File: src/rtl/cmul_pkg.sv
package cmul_pkg;

  // Total register count through the four stages
  function automatic int unsigned cmul_latency(int unsigned d_in, int unsigned d_prod,
                                               int unsigned d_sum, int unsigned d_out);
    return d_in + d_prod + d_sum + d_out;
  endfunction

endpackage

File: src/rtl/cmul_pipe.sv
module cmul_pipe #(
  parameter int unsigned W     = 8,
  parameter int unsigned DEPTH = 1
) (
  input  logic         clk,
  input  logic         rst_n,
  input  logic         ce,
  input  logic [W-1:0] din,
  output logic [W-1:0] dout
);

  generate
    if (DEPTH == 0) begin : g_bypass
      logic unused_ctl;
      assign unused_ctl = ^{clk, rst_n, ce};
      assign dout = din;
    end else begin : g_regs
      logic [DEPTH-1:0][W-1:0] stage_q;
      logic [DEPTH-1:0][W-1:0] stage_d;

      always_comb begin
        for (int i = 0; i < int'(DEPTH); i++) begin
          if (ce) begin
            stage_d[i] = (i == 0) ? din : stage_q[(i == 0) ? 0 : i-1];
          end else begin
            stage_d[i] = stage_q[i];
          end
        end
      end

      always_ff @(posedge clk or negedge rst_n) begin
        if (!rst_n) begin
          stage_q <= '0;
        end else begin
          stage_q <= stage_d;
        end
      end

      assign dout = stage_q[DEPTH-1];

      AST_STALL_HOLDS: assert property (@(posedge clk) disable iff (!rst_n)
        !ce |=> $stable(stage_q));
      AST_FIRST_CAPTURE: assert property (@(posedge clk) disable iff (!rst_n)
        ce |=> stage_q[0] == $past(din));
    end
  endgenerate

endmodule

File: src/rtl/cmul_product.sv
module cmul_product #(
  parameter int unsigned IN_W = 18,
  localparam int unsigned PW  = 2 * IN_W
) (
  input  logic [IN_W-1:0] op_ar,
  input  logic [IN_W-1:0] op_ai,
  input  logic [IN_W-1:0] op_br,
  input  logic [IN_W-1:0] op_bi,
  output logic [PW-1:0]   m_rr,
  output logic [PW-1:0]   m_ii,
  output logic [PW-1:0]   m_ri,
  output logic [PW-1:0]   m_ir
);

  logic signed [PW-1:0] s_rr, s_ii, s_ri, s_ir;

  // Signed IN_W x IN_W always fits in 2*IN_W bits
  always_comb begin
    s_rr = PW'($signed(op_ar)) * PW'($signed(op_br));
    s_ii = PW'($signed(op_ai)) * PW'($signed(op_bi));
    s_ri = PW'($signed(op_ar)) * PW'($signed(op_bi));
    s_ir = PW'($signed(op_ai)) * PW'($signed(op_br));
  end

  assign m_rr = s_rr;
  assign m_ii = s_ii;
  assign m_ri = s_ri;
  assign m_ir = s_ir;

endmodule

File: src/rtl/cmul_sum.sv
module cmul_sum #(
  parameter int unsigned PW = 36
) (
  input  logic [PW-1:0] m_rr,
  input  logic [PW-1:0] m_ii,
  input  logic [PW-1:0] m_ri,
  input  logic [PW-1:0] m_ir,
  output logic [PW-1:0] s_re,
  output logic [PW-1:0] s_im
);

  localparam logic [PW-1:0] MIN_SQ   = {2'b01, {(PW-2){1'b0}}};
  localparam logic [PW-1:0] WRAP_MIN = {1'b1, {(PW-1){1'b0}}};

  // No carry bit: sums wrap at PW bits
  always_comb begin
    s_re = m_rr - m_ii;
    s_im = m_ri + m_ir;
  end

  always_comb begin
    if (m_ri == MIN_SQ && m_ir == MIN_SQ) begin
      AST_CORNER_WRAP: assert (s_im == WRAP_MIN);
    end
  end

endmodule

File: src/rtl/cmul_resize.sv
module cmul_resize #(
  parameter int unsigned PW    = 36,
  parameter int unsigned OUT_W = 36
) (
  input  logic [PW-1:0]    din,
  output logic [OUT_W-1:0] dout
);

  generate
    if (OUT_W > PW) begin : g_extend
      assign dout = {{(OUT_W-PW){din[PW-1]}}, din};
    end else if (OUT_W == PW) begin : g_same
      assign dout = din;
    end else begin : g_trunc
      logic [PW-OUT_W-1:0] unused_hi;
      assign unused_hi = din[PW-1:OUT_W];
      assign dout = din[OUT_W-1:0];
    end
  endgenerate

endmodule

File: src/rtl/cplx_mult.sv
module cplx_mult #(
  parameter int unsigned IN_W   = 18,
  parameter int unsigned OUT_W  = 36,
  parameter bit          CONJ_B = 1'b0,
  parameter int unsigned D_IN   = 1,
  parameter int unsigned D_PROD = 0,
  parameter int unsigned D_SUM  = 1,
  parameter int unsigned D_OUT  = 1
) (
  input  logic             clk,
  input  logic             rst_n,
  input  logic             ce,
  input  logic [IN_W-1:0]  a_re,
  input  logic [IN_W-1:0]  a_im,
  input  logic [IN_W-1:0]  b_re,
  input  logic [IN_W-1:0]  b_im,
  output logic [OUT_W-1:0] p_re,
  output logic [OUT_W-1:0] p_im
);

  import cmul_pkg::*;

  localparam int unsigned PW  = 2 * IN_W;
  localparam int unsigned LAT = cmul_latency(D_IN, D_PROD, D_SUM, D_OUT);

  logic [IN_W-1:0] bi_eff;

  generate
    if (CONJ_B) begin : g_conj
      assign bi_eff = (~b_im) + 1'b1;   // wraps at IN_W: min stays min
    end else begin : g_plain
      assign bi_eff = b_im;
    end
  endgenerate

  // Operand stage
  logic [4*IN_W-1:0] op_d, op_q;
  assign op_d = {a_re, a_im, b_re, bi_eff};

  cmul_pipe #(.W(4*IN_W), .DEPTH(D_IN)) u_op_pipe (
    .clk(clk), .rst_n(rst_n), .ce(ce), .din(op_d), .dout(op_q)
  );

  // Product stage
  logic [PW-1:0] m_rr, m_ii, m_ri, m_ir;

  cmul_product #(.IN_W(IN_W)) u_product (
    .op_ar(op_q[4*IN_W-1:3*IN_W]),
    .op_ai(op_q[3*IN_W-1:2*IN_W]),
    .op_br(op_q[2*IN_W-1:IN_W]),
    .op_bi(op_q[IN_W-1:0]),
    .m_rr(m_rr), .m_ii(m_ii), .m_ri(m_ri), .m_ir(m_ir)
  );

  logic [4*PW-1:0] prod_q;

  cmul_pipe #(.W(4*PW), .DEPTH(D_PROD)) u_prod_pipe (
    .clk(clk), .rst_n(rst_n), .ce(ce), .din({m_rr, m_ii, m_ri, m_ir}), .dout(prod_q)
  );

  // Sum stage
  logic [PW-1:0] s_re, s_im;

  cmul_sum #(.PW(PW)) u_sum (
    .m_rr(prod_q[4*PW-1:3*PW]),
    .m_ii(prod_q[3*PW-1:2*PW]),
    .m_ri(prod_q[2*PW-1:PW]),
    .m_ir(prod_q[PW-1:0]),
    .s_re(s_re), .s_im(s_im)
  );

  logic [2*PW-1:0] sum_q;

  cmul_pipe #(.W(2*PW), .DEPTH(D_SUM)) u_sum_pipe (
    .clk(clk), .rst_n(rst_n), .ce(ce), .din({s_re, s_im}), .dout(sum_q)
  );

  // Resize and output stage
  logic [OUT_W-1:0] r_re, r_im;

  cmul_resize #(.PW(PW), .OUT_W(OUT_W)) u_rs_re (.din(sum_q[2*PW-1:PW]), .dout(r_re));
  cmul_resize #(.PW(PW), .OUT_W(OUT_W)) u_rs_im (.din(sum_q[PW-1:0]),    .dout(r_im));

  logic [2*OUT_W-1:0] out_q;

  cmul_pipe #(.W(2*OUT_W), .DEPTH(D_OUT)) u_out_pipe (
    .clk(clk), .rst_n(rst_n), .ce(ce), .din({r_re, r_im}), .dout(out_q)
  );

  assign p_re = out_q[2*OUT_W-1:OUT_W];
  assign p_im = out_q[OUT_W-1:0];

  generate
    if (LAT > 0) begin : g_hold_chk
      AST_OUT_FROZEN: assert property (@(posedge clk) disable iff (!rst_n)
        !ce |=> ($stable(p_re) && $stable(p_im)));
    end
  endgenerate

endmodule

File: config.mk
export PLATFORM = sky130hd
export DESIGN_NAME = cplx_mult
export DESIGN_NICKNAME = d
export VERILOG_FILES = /design/src/rtl/cmul_pkg.sv /design/src/rtl/cmul_pipe.sv /design/src/rtl/cmul_product.sv /design/src/rtl/cmul_sum.sv /design/src/rtl/cmul_resize.sv /design/src/rtl/cplx_mult.sv
export SDC_FILE = /design/constraint.sdc
export NUM_CORES = 2
export LEC_CHECK = 0
export ABC_AREA = 1
export ABC_CLOCK_PERIOD_IN_PS = 8200
export BUFFER_PORTS_ARGS = -buffer_cell sky130_fd_sc_hd__buf_2
export CORE_ASPECT_RATIO = 0.6
export CORE_UTILIZATION = 43
export DETAILED_ROUTE_END_ITERATION = 12
export GPL_ROUTABILITY_DRIVEN = 1
export PLACE_DENSITY = 0.61
export SYNTH_ARGS = -nofsm -noshare
export SYNTH_HDL_FRONTEND = slang
export SYNTH_SLANG_ARGS = --single-unit
File: constraint.sdc
create_clock -name clk -period 8.2 [get_ports clk]
set_clock_uncertainty 0.15 [all_clocks]
set_input_delay 0.82 -clock clk [delete_from_list [all_inputs] [get_ports clk]]
set_output_delay 0.82 -clock clk [all_outputs]
set_load 0.02 [all_outputs]
==> run metrics <==
outcome=finished, final reports clean; die width=roughly 480 um; GP Congestion=~0.96; CP Class=reg2reg; most common cell after layout, fill and taps aside=inv_1; hold endpoint=u_op_pipe.dout[41]; synth-to-layout area growth=8.243%; WL per Instance=~19 um; CTS Buffer Depth=3; Slew Limit Fails=0; crit start category=flip-flop; clock latency at the later pin of the worst-skew pair=roughly 0.65 ns; routed wire length=171.6 mm; xor/xnor cell area share of the yosys netlist=less than 1%; EDFF count, synth=0; H-tree depth=1; mux share of post-synthesis cell area=0%; Ys Warns=0; slowest CP cell=dfrtp_1; share of layout cells above drive strength 1=between 6 and 7%; initial core utilization=approximately 44%; clk root buf=clkbuf_16; CP endpoint kind=flip-flop; Post-synth ARST share=100.0%; Data required, critical path=approximately 8.6 ns; Synth Area per Inst=between 8 and 9 sq um; slew margin rel.=between 10 and 15%; f_max=125.7 MHz; Rows=104; syn nets=around 9000; Tcrit/Tclk final=a little over nine tenths; Synth Instances=around 7000; worst path cell trace=buf_4 -> nand2_1 -> fa_1 -> fa_1 -> inv_1 -> fa_1 -> inv_1 -> fa_1 -> fa_1 -> fa_1 -> fa_1 -> inv_1 -> fa_1 -> inv_1 -> ha_1 -> nand2_1 -> nor2_2 -> inv_1 -> nor3_2 -> nand2_1 -> nand2_1 -> nand3_1 -> nand3_1 -> a31oi_1; worst r2r src=u_op_pipe.dout[51]; Worst Hold Class=in2reg; Max Cap Viol=0; Vias/cell=around 5; RSZ-0062 raised after global routing=false; Mapped Area=roughly 0.059 sq mm; Slew @ Worst Pin=about 1.3 ns; port bufs=around 150; IO Count=147; drt first pass iters=6; register area=roughly 0.0054 sq mm; crit-path max FO=14; Netlist cell types=slightly above 40; dpl hpwl=143.6 mm; Multi-input gate area=0.04360 sq mm; Worst EP arrival=8.30 ns; TritonCTS clock tree=done; most frequent cells in the layout=inv_1, nand2_1, fa_1; number of global-route vias before repair=approximately 47000; fin nets=between 9000 and 10000; Worst R2R Setup Slack=around 0.24 ns; ys flop type=dfrtp_1; Adder-Cell Fraction of Synth Area=~56%; r2r worst-path depth=24; Final Hold Violating Endpoints=0; HP Start=a_im[5]; main combinational cell family by area after synthesis=adder cells; Clock Sinks=216; total CTS buffers=27; Critical R2R Capture=u_sum_pipe.dout[69]; complex-gate fraction of the synthesized area=about 2.4%; Synth Area in Simple Gates=15.26%; die height=~290 um; largest net degree at the start of global routing=roughly 130; Hold Path Stages=3; Die ar.=between 0.1 and 0.15 sq mm; min Tclk post-route=a little under 8 ns; via count=around 44000; TNS Setup=0 ns; global-route wire length before repair=274.4 mm; drt drc=0; total track usage=26.21%; most frequent cell on the critical path=fa_1; sequential area share after synthesis=a little over 9%; Synth Register Bits=216; total core area=approximately 0.13 sq mm; critical path's largest stage delay=~1.1 ns; Final setup viols=0; Initial DRC Count=roughly 3700; clock slew at reported path FFs=roughly 0.06 ns; grt total ovfl=0; Fillers=between 10000 and 15000; initial antenna violation count=7; final antenna-violating net count=0
[worst max-delay path, delay by kind of cell, from the launching register on]
family / cells / cell delay, ns
AOI/OAI and AO/OA: 1 / 0.09
adders and majority gates: 9 / 4.30
buffers and inverters: 6 / 0.59
DFF: 1 / 1.06
and+or+nand+nor: 8 / 1.59
[state kept, by name, summed over array words and instances, names as in the netlist]
register and cells:
u_sum_pipe.dout 72, u_out_pipe.dout 72, u_op_pipe.dout 72
[stage by stage]
step           instance area, sq um  util (%)  hold WS (ns)  setup WS [ns]  std cells
2_1_floorplan                 58610         -        0.2962          1.122       7132
3_3_place_gp                  62470     46.39        0.3047         0.4264       8975
3_5_place_dp                  62470     46.39        0.3030         0.4352       8975
4_1_cts                       63430     47.09        0.1794         0.4094       9026
5_1_grt                       63440     47.10        0.2021        0.03825       9028
6_report                      63440     47.10        0.2328         0.2450       9029
[synth_stat cells, types with 17 or more instances]
cell type | instances | area (sq um)
dfrtp_1 | 216 | 5405
inv_1 | 2219 | 8329
fa_1 | 1443 | 28890
clkbuf_1 | 222 | 833.3
ha_1 | 320 | 4004
a31oi_1 | 17 | 106.4
nor2_1 | 157 | 589.3
xnor2_1 | 22 | 192.7
o21ai_0 | 119 | 595.6
nand2_1 | 1994 | 7485
nand3_1 | 80 | 400.4
buf_1 | 98 | 367.9
a21oi_1 | 77 | 385.4
[cell type report]
cell class / instances / area share [%]
Antenna cell: 3 / 0.01183
Clock buffer: 35 / 1.175
Clock inverter: 15 / 0.3096
Inverter: 2222 / 13.16
Multi-Input combinational cell: 4360 / 68.72
Sequential cell: 216 / 8.530
Tap cell: 1802 / 3.554
Timing Repair Buffer: 376 / 4.538
[logic make-up (layout without fill, tap and decap cells)]
kind of cell,count (synthesis),after routing
AOI/OAI and AO/OA,262,262
xor gates and xnor gates,37,37
other,0,3
buffers and inverters,2556,2648
and+or+nand+nor,2298,2298
DFF,216,216
adders and majority gates,1763,1763
[timing repair]
action | CTS | global route
endpoints found under the hold margin | 58 | 0
gates resized for setup | 0 | 2
setup endpoints to repair | 0 | 2
hold buffers | 1 | 0
setup buffers | 0 | 0
[per-layer routing]
metal	wire length [um]	GRT usage (%)	vias up
li1	-	-	19810
met4	3147	4.355	10
met5	66	0	-
met1	80470	40.62	22290
met3	20860	8.264	147
met2	67100	35.75	1878
[how the worst max path moves through the flow]
stage	from	to	slack, ns	cells after the start
floorplan	u_op_pipe.dout[19]	u_sum_pipe.dout[24]	1.12	23
global placement	u_op_pipe.dout[51]	u_sum_pipe.dout[69]	0.43	25
detailed placement	u_op_pipe.dout[51]	u_sum_pipe.dout[57]	0.44	24
CTS	u_op_pipe.dout[1]	u_sum_pipe.dout[27]	0.41	23
global route	u_op_pipe.dout[71]	u_sum_pipe.dout[71]	0.04	27
finish	u_op_pipe.dout[51]	u_sum_pipe.dout[69]	0.24	24
Power is not shown: default switching activity piles up to over one toggle a cycle in this logic, so the estimate is an artifact.
